<file path="src/rtl/irq_vector_pkg.sv">
// Package: shared source indices and vector geometry for the interrupt controller.
// Assumes a 16-bit address space with vectors packed downward from the top word pair.
package irq_vector_pkg;
    localparam int ADDR_W   = 16;
    localparam int NUM_SRC  = 6;
    localparam logic [ADDR_W-1:0] VEC_TOP = 16'h1FFE;

    // Source index equals priority rank, 0 highest.
    typedef enum logic [2:0] {
        SRC_RST = 3'd0,
        SRC_SWI = 3'd1,
        SRC_EXT = 3'd2,
        SRC_TMR = 3'd3,
        SRC_SPI = 3'd4,
        SRC_PB  = 3'd5
    } src_e;

    // Vector for a rank: two bytes below the previous rank.
    function automatic logic [ADDR_W-1:0] vec_of(input int rank);
        return VEC_TOP - ADDR_W'(2 * rank);
    endfunction
endpackage

</file>
<file path="src/rtl/ivc_ext_trigger.sv">
// Module: external pin trigger. Detects falling edges on an active-low pin,
// holds them in a request latch, and adds a level term in level mode.
// Assumes the pin is already synchronous to clk.
module ivc_ext_trigger (
    input  logic clk,
    input  logic rst_n,
    input  logic pin_n,
    input  logic level_mode,
    input  logic ack,
    output logic pending
);
    logic pin_q;
    logic req_latch;
    logic fall;

    // Falling edge relative to last sampled pin value.
    assign fall = pin_q & ~pin_n;

    // Track previous pin level for edge detection.
    always_ff @(posedge clk) begin
        if (!rst_n) pin_q <= 1'b1;
        else        pin_q <= pin_n;
    end

    // Request latch: set on edge, cleared on acknowledge.
    always_ff @(posedge clk) begin
        if (!rst_n)    req_latch <= 1'b0;
        else if (ack)  req_latch <= 1'b0;
        else if (fall) req_latch <= 1'b1;
    end

    // Level mode keeps requesting while pin is low.
    assign pending = req_latch | (level_mode & ~pin_n);
endmodule

</file>
<file path="src/rtl/ivc_arbiter.sv">
// Module: fixed-priority arbiter. At a boundary strobe picks the lowest-index
// active request, registers a take pulse and the vector, and returns a
// combinational one-hot acknowledge for the winner.
// Assumes requests are already gated by the mask where required.
module ivc_arbiter
    import irq_vector_pkg::*;
#(
    parameter int N = NUM_SRC
) (
    input  logic              clk,
    input  logic              rst_n,
    input  logic              boundary,
    input  logic [N-1:0]      req,
    output logic [N-1:0]      ack,
    output logic              take,
    output logic [ADDR_W-1:0] vec
);
    logic [N-1:0]      win;
    logic [ADDR_W-1:0] win_vec;

    // Walk from lowest to highest priority so the highest wins.
    always_comb begin
        win     = '0;
        win_vec = '0;
        for (int i = N - 1; i >= 0; i--) begin
            if (req[i]) begin
                win     = '0;
                win[i]  = 1'b1;
                win_vec = vec_of(i);
            end
        end
    end

    assign ack = boundary ? win : '0;

    // Register take pulse and vector one cycle after the boundary.
    always_ff @(posedge clk) begin
        if (!rst_n) begin
            take <= 1'b0;
            vec  <= '0;
        end else begin
            take <= boundary & (|req);
            vec  <= boundary ? win_vec : '0;
        end
    end
endmodule

</file>
<file path="src/rtl/ivc_wake.sv">
// Module: low-power wake decode. Wait wakes on any unmasked hardware request;
// stop wakes only on sources that run without the core clock.
module ivc_wake (
    input  logic imask,
    input  logic ext_req,
    input  logic tmr_req,
    input  logic spi_req,
    input  logic pb_req,
    input  logic tmr_ext_clk,
    output logic wake_wait,
    output logic wake_stop
);
    // Combine source sets per low-power state.
    always_comb begin
        wake_wait = ~imask & (ext_req | tmr_req | spi_req | pb_req);
        wake_stop = ~imask & (ext_req | pb_req | (tmr_req & tmr_ext_clk));
    end
endmodule

</file>
<file path="src/rtl/irq_vector_ctrl.sv">
// Module: top of the prioritized interrupt vector controller. Collects the
// per-peripheral requests, applies the CPU mask to hardware sources, and
// drives arbitration and wake decode. Assumes instr_done is a one-cycle strobe.
module irq_vector_ctrl
    import irq_vector_pkg::*;
(
    input  logic              clk,
    input  logic              rst_n,
    input  logic              irq_pin_n,
    input  logic              level_mode,
    input  logic              tmr_cap_flag,
    input  logic              tmr_cmp_flag,
    input  logic              tmr_ovf_flag,
    input  logic              tmr_cap_en,
    input  logic              tmr_cmp_en,
    input  logic              tmr_ovf_en,
    input  logic              tmr_ext_clk,
    input  logic              spi_done,
    input  logic              spi_fault,
    input  logic              spi_en,
    input  logic              pb_flag,
    input  logic              swi_req,
    input  logic              cpu_imask,
    input  logic              instr_done,
    output logic              take_int,
    output logic [ADDR_W-1:0] vec_addr,
    output logic              wake_wait,
    output logic              wake_stop
);
    logic               rst_pend;
    logic               ext_pend;
    logic               tmr_req;
    logic               spi_req;
    logic [NUM_SRC-1:0] raw_req;
    logic [NUM_SRC-1:0] gated_req;
    logic [NUM_SRC-1:0] ack;

    // Reset vector stays pending until the first boundary takes it.
    always_ff @(posedge clk) begin
        if (!rst_n)          rst_pend <= 1'b1;
        else if (ack[SRC_RST]) rst_pend <= 1'b0;
    end

    ivc_ext_trigger u_ext (
        .clk        (clk),
        .rst_n      (rst_n),
        .pin_n      (irq_pin_n),
        .level_mode (level_mode),
        .ack        (ack[SRC_EXT]),
        .pending    (ext_pend)
    );

    // Shared-vector request formation.
    always_comb begin
        tmr_req = (tmr_cap_flag & tmr_cap_en) | (tmr_cmp_flag & tmr_cmp_en)
                | (tmr_ovf_flag & tmr_ovf_en);
        spi_req = (spi_done | spi_fault) & spi_en;
    end

    // Request vector in rank order.
    always_comb begin
        raw_req          = '0;
        raw_req[SRC_RST] = rst_pend;
        raw_req[SRC_SWI] = swi_req;
        raw_req[SRC_EXT] = ext_pend;
        raw_req[SRC_TMR] = tmr_req;
        raw_req[SRC_SPI] = spi_req;
        raw_req[SRC_PB]  = pb_flag;
    end

    // Mask applies only to hardware ranks; reset and software pass through.
    for (genvar g = 0; g < NUM_SRC; g++) begin : g_mask
        if (g <= int'(SRC_SWI)) begin : g_unmasked
            assign gated_req[g] = raw_req[g];
        end else begin : g_masked
            assign gated_req[g] = raw_req[g] & ~cpu_imask;
        end
    end

    ivc_arbiter #(.N(NUM_SRC)) u_arb (
        .clk      (clk),
        .rst_n    (rst_n),
        .boundary (instr_done),
        .req      (gated_req),
        .ack      (ack),
        .take     (take_int),
        .vec      (vec_addr)
    );

    ivc_wake u_wake (
        .imask       (cpu_imask),
        .ext_req     (ext_pend),
        .tmr_req     (tmr_req),
        .spi_req     (spi_req),
        .pb_req      (pb_flag),
        .tmr_ext_clk (tmr_ext_clk),
        .wake_wait   (wake_wait),
        .wake_stop   (wake_stop)
    );
endmodule

</file>
<file path="config.mk">
export PLATFORM = sky130hd
export DESIGN_NAME = irq_vector_ctrl
export DESIGN_NICKNAME = d
export VERILOG_FILES = /design/src/rtl/irq_vector_pkg.sv /design/src/rtl/ivc_ext_trigger.sv /design/src/rtl/ivc_arbiter.sv /design/src/rtl/ivc_wake.sv /design/src/rtl/irq_vector_ctrl.sv
export SDC_FILE = /design/constraint.sdc
export NUM_CORES = 1
export LEC_CHECK = 0
export ABC_AREA = 1
export BUFFER_PORTS_ARGS = -buffer_cell sky130_fd_sc_hd__buf_2
export CAP_MARGIN = 20
export CELL_PAD_IN_SITES_DETAIL_PLACEMENT = 0
export CELL_PAD_IN_SITES_GLOBAL_PLACEMENT = 1
export CORE_MARGIN = 5
export CORE_UTILIZATION = 24
export DETAILED_ROUTE_END_ITERATION = 8
export PLACE_DENSITY = 0.88
export SETUP_SLACK_MARGIN = 0.2
export SLEW_MARGIN = 10
export SYNTH_ARGS = -nofsm -noshare
export SYNTH_HDL_FRONTEND = slang
export SYNTH_SLANG_ARGS = --single-unit
</file>
<file path="constraint.sdc">
create_clock -name clk -period 1.1 [get_ports clk]
set_input_delay 0 -clock clk [delete_from_list [all_inputs] [get_ports clk]]
set_output_delay 0 -clock clk [all_outputs]
set_load 0.05 [all_outputs]
</file>
Word-level counts from Yosys, hierarchy flattened
Cells that the tools add are included.
{ "op_classes": {"n_mux": 12, "bitwise_logic": 27, "n_reduce_logical": 4} }
{ "op_table": {"columns": ["op", "n"], "rows": [
  ["$mux 13", 6],
  ["$mux 3", 6],
  ["$and 1x1->1", 14],
  ["$or 1x1->1", 9],
  ["$reduce_or 7->1", 1],
  ["$reduce_or 6->1", 1],
  ["$not 1->1", 4],
  ["$reduce_and 2->1", 1],
  ["$reduce_or 2->1", 1]
]} }
{ "totals": {"regBits": 20, "in_bits": 18, "out_inout_bits": 19} }

Logic depth before layout (Yosys ltp)
{ "logic_depth": {"word_depth": 10, "depth_mapped": 7, "ltp_nobuf": 7} }

Hierarchy
From an unflattened synthesis, not the netlist that was laid out.
{ "hier_totals": {"cells_unflattened": 89, "area_unflattened_um2": 569.3} }
{ "by_module_without_submodules": {"columns": ["module", "instances", "cells_per_inst", "area_per_inst_um2", "seq_area_each_um2"], "rows": [
  ["ivc_arbiter", 1, 55, 359.1, 100.1],
  ["irq_vector_ctrl", 1, 18, 97.6, 20.0],
  ["ivc_ext_trigger", 1, 11, 81.3, 40.0],
  ["ivc_wake", 1, 5, 31.3, 0.0]
]} }

Least setup slack after synthesis
Ideal clock, no wire load.
{ "synth_path": {"path_type": "reg2out", "start": "reg u_arb.vec[11] (netlist name)", "end": "out vec_addr[10]", "t_arrival_ps": 1033, "required_ps": 1100, "path_slack_ps": 67, "path_stages_with_launch": 2, "cell_sequence": "dfxtp_1 buf_4"} }
{ "synth_rtl": {"columns": ["element", "line_no", "text"], "rows": [
  ["end, declared", "irq_vector_ctrl.sv:26", "output logic [ADDR_W-1:0] vec_addr,"]
]} }

Final worst setup path
{ "layout_path": {"start": "reg u_ext.req_latch", "end": "out wake_wait"} }
{ "layout_via": {"elab_chain_cells": 5} }
{ "layout_lines": {"columns": ["element", "line_no", "text"], "rows": [
  ["start, declared", "ivc_ext_trigger.sv:13", "logic req_latch;"],
  ["start signal, assigned", "ivc_ext_trigger.sv:27", "if (!rst_n) req_latch <= 1'b0;"],
  ["start signal, assigned", "ivc_ext_trigger.sv:28", "else if (ack) req_latch <= 1'b0;"],
  ["start signal, assigned", "ivc_ext_trigger.sv:29", "else if (fall) req_latch <= 1'b1;"],
  ["$or 1x1->1", "ivc_ext_trigger.sv:33", "assign pending = req_latch | (level_mode & ~pin_n);"],
  ["$or 1x1->1 (3 in series)", "ivc_wake.sv:15", "wake_wait = ~imask & (ext_req | tmr_req | spi_req | pb_req);"],
  ["$and 1x1->1", "ivc_wake.sv:15", null],
  ["end, declared", "irq_vector_ctrl.sv:27", "output logic wake_wait,"]
]} }
No other way between the ends.

==> flow_metrics.py <==
metrics = {
    "floorplanning": {
        "rows": 16,
        "die_y_um": 54.3,
        "dieArea_sq_um": 2950,
        "dieWidth_um": 54.3,
        "start_util_pct": 24.5,
        "io_pins": 37,
        "core-area_sq_um": 1920,
    },
    "run": {
        "max_cap_viol_count": 0,
    },
    "sta": {
        "min_period_ns": 1.16,
        "final_max_slew_viol_count": 0,
        "skew_ns": 0.000875,
        "hold_viol_final": 0,
        "holdWs_ns": 0.0545,
        "max_freq_mhz": 861,
        "fin_ws_ns": -0.0609,
        "setup_viol": 2,
        "rsz0062_at_grt": "true",
        "period_share_pct": 106,
    },
    "setup_path": {
        "worstPathMaxFanout": 2,
        "crit_required_ns": 1.10,
        "endpoint_kind": "primary output",
        "critPathKind": "flop to primary output",
        "start_kind": "flop",
        "arrival_ns": 1.16,
    },
    "synth": {
        "ys_seq_area_share_pct": 34.0,
        "synthDistinctLibCells": 18,
        "synth_area_sq_um": 470,
        "ys.warnings.count": 0,
        "synth.avg_cell_area_sq_um": 7.13,
        "syn_inst": 66,
        "ys_ff_latch": 8,
    },
    "cts": {
        "cts_tree": "built",
        "htreeDepth": 1,
        "clockBufferDepth": 2,
        "clock_sinks": 8,
        "clk_latency_ns": 0.25,
        "clkTransAtPathRegs_ns": 0.05,
        "cts_made_buffers": 3,
        "root_buffer": "clkbuf_4",
    },
    "run_status": {
        "outcome": "finished, violations left",
        "violations": "negative setup slack",
    },
    "place": {
        "numPortBuffers": 32,
        "placed_cell_area_sq_um": 591,
        "place.gp.congestion": 0.787,
        "dpl.hpwl_um": 907,
    },
    "route": {
        "wirelength_um": 1160,
        "drc": 0,
        "ant_nets": 0,
        "vias_per_cell": 3.94,
        "first_pass_iters": 4,
        "routedWlPerCell_um": 9.36,
        "num_vias": 488,
        "drt-initial-drc-count": 4,
    },
    "pwr": {
        "power.leakage_nw": 0.405,
        "power_density_nw_per_um2": 1320,
        "ir_worst_vdd_v": 0.000644,
    },
    "final_layout": {
        "drive_gt1_share_pct": 50.5,
        "seq_area_sq_um": 165,
        "fin_nets": 117,
        "finalInstanceArea_sq_um": 719,
        "antenna_cells": 0,
        "syn2layout_area_growth_pct": 52.9,
        "finish.utilization_pct": 37.4,
        "fillers": 220,
        "multi_input_area_sq_um": 206,
    },
    "worst_hold_path": {
        "hp-class": "input port to flop",
    },
    "global_route": {
        "grt_pass1_vias": 455,
        "grt_antenna_before_repair": 0,
        "grt_max_degree": 10,
        "grt_pass1_wl_um": 1780,
        "grt_use_total_pct": 8.53,
        "grt_overflow": 0,
    },
}
[worst max-delay path: stages, from the launching register on]
cell and delay, ns:
dfxtp_2 0.33, o21ai_4 0.14, nand2_2 0.07, or2_4 0.23, buf_6 0.15
[logic make-up (layout without fill, tap and decap cells)]
family,after synthesis,after routing,synth area share [%]
buf+inv,21,49,26.3
other cells,1,4,0.797
compound gates,8,8,13.3
simple gates,28,28,25.5
flops,8,8,34.0
[cells in the final DEF, fill, tap and decap left out]
| master | count |
|---|---|
| buf_2 | 20 |
| nand2_1 | 15 |
| buf_4 | 8 |
| inv_1 | 7 |
| buf_6 | 6 |
| dfxtp_1 | 6 |
| nor2_1 | 5 |
| conb_1 | 4 |
| nand3_1 | 3 |
| nand2_2 | 3 |
| clkbuf_4 | 3 |
| dlygate4sd3_1 | 3 |
| inv_2 | 2 |
| o21ai_2 | 2 |
| o21ai_4 | 1 |
| o211ai_1 | 1 |
| o22ai_1 | 1 |
| or2_4 | 1 |
| nand3b_1 | 1 |
| a21oi_2 | 1 |
| o21ai_0 | 1 |
| a21oi_1 | 1 |
| dfxtp_4 | 1 |
| dfxtp_2 | 1 |
[power by group]
group	internal (mW)	switching [mW]	total, mW
Sequential	0.312	0.0155	0.328
Clock	0.124	0.0869	0.211
Combinational	0.132	0.279	0.411
Total	0.569	0.381	0.950
[metrics by stage]
step	TNS, ns	setup slack, ns	cells	power [mW]
2_1_floorplan	0	0.201	69	0.645
3_3_place_gp	0	0.118	116	0.683
3_5_place_dp	0	0.110	116	0.686
4_1_cts	-0.154	-0.0953	124	0.946
5_1_grt	-0.269	-0.121	124	1.00
6_report	-0.0816	-0.0609	124	0.950
[timing repair]
action / in CTS / in global routing
pin swaps: 2 / 2
hold endpoints to repair: 2 / 0
setup endpoints to repair: 11 / 13
hold buffers: 3 / 0
cloned: 0 / 0
gates resized for setup: 14 / 9
setup buffers: 2 / 0
[final cells by class]
type	instances	share of cell area, %
Sequential cell	8	23.0
Inverter	9	4.70
Clock buffer	3	3.13
Multi-Input combinational cell	40	28.7
Tap cell	27	4.70
Timing Repair Buffer	37	35.8
[synthesized netlist by cell type]
cell type  count  area (sq um)
dfxtp_1        8           160
nor2_1         5          18.8
conb_1         1          3.75
inv_1          8          30.0
inv_2          1          3.75
nand2_2        2          12.5
nand3b_1       1          7.51
or2_1          1          6.26
a21oi_2        1          8.76
o21ai_0        2          10.0
nand2_1       16          60.1
buf_4         12          90.1
a21oi_1        1          5.00
o21ai_4        1          16.3
o22ai_1        1          6.26
nand3_1        3          15.0
o21ai_2        1          8.76
o211ai_1       1          7.51
[final timing paths]
kind	end	startpoint	cells past startpoint	slack (ns)
hold reg to reg	u_ext.req_latch	u_ext.pin_q	2	0.49
setup / recovery	wake_wait	u_ext.req_latch	4	-0.06
setup reg to reg	u_arb.vec[11]	u_ext.req_latch	6	0.06
hold / removal	u_arb.vec[1]	swi_req	4	0.05
[sequential cells by signal, summed over array words and instances, names as in the netlist]
signal	count
rst_pend	1
u_ext.req_latch	1
u_arb.take	1
u_ext.pin_q	1
u_arb.vec	4
[per-layer routing]
layer | track usage, % | vias to the layer above | routed length (um)
li1 | - | 254 | -
met2 | 16.3 | 19 | 681
met3 | 5.18 | 0 | 109
met1 | 7.67 | 215 | 370
met4 | 1.24 | 0 | 0
met5 | 0 | - | 0
(Power assumes the default switching activity.)
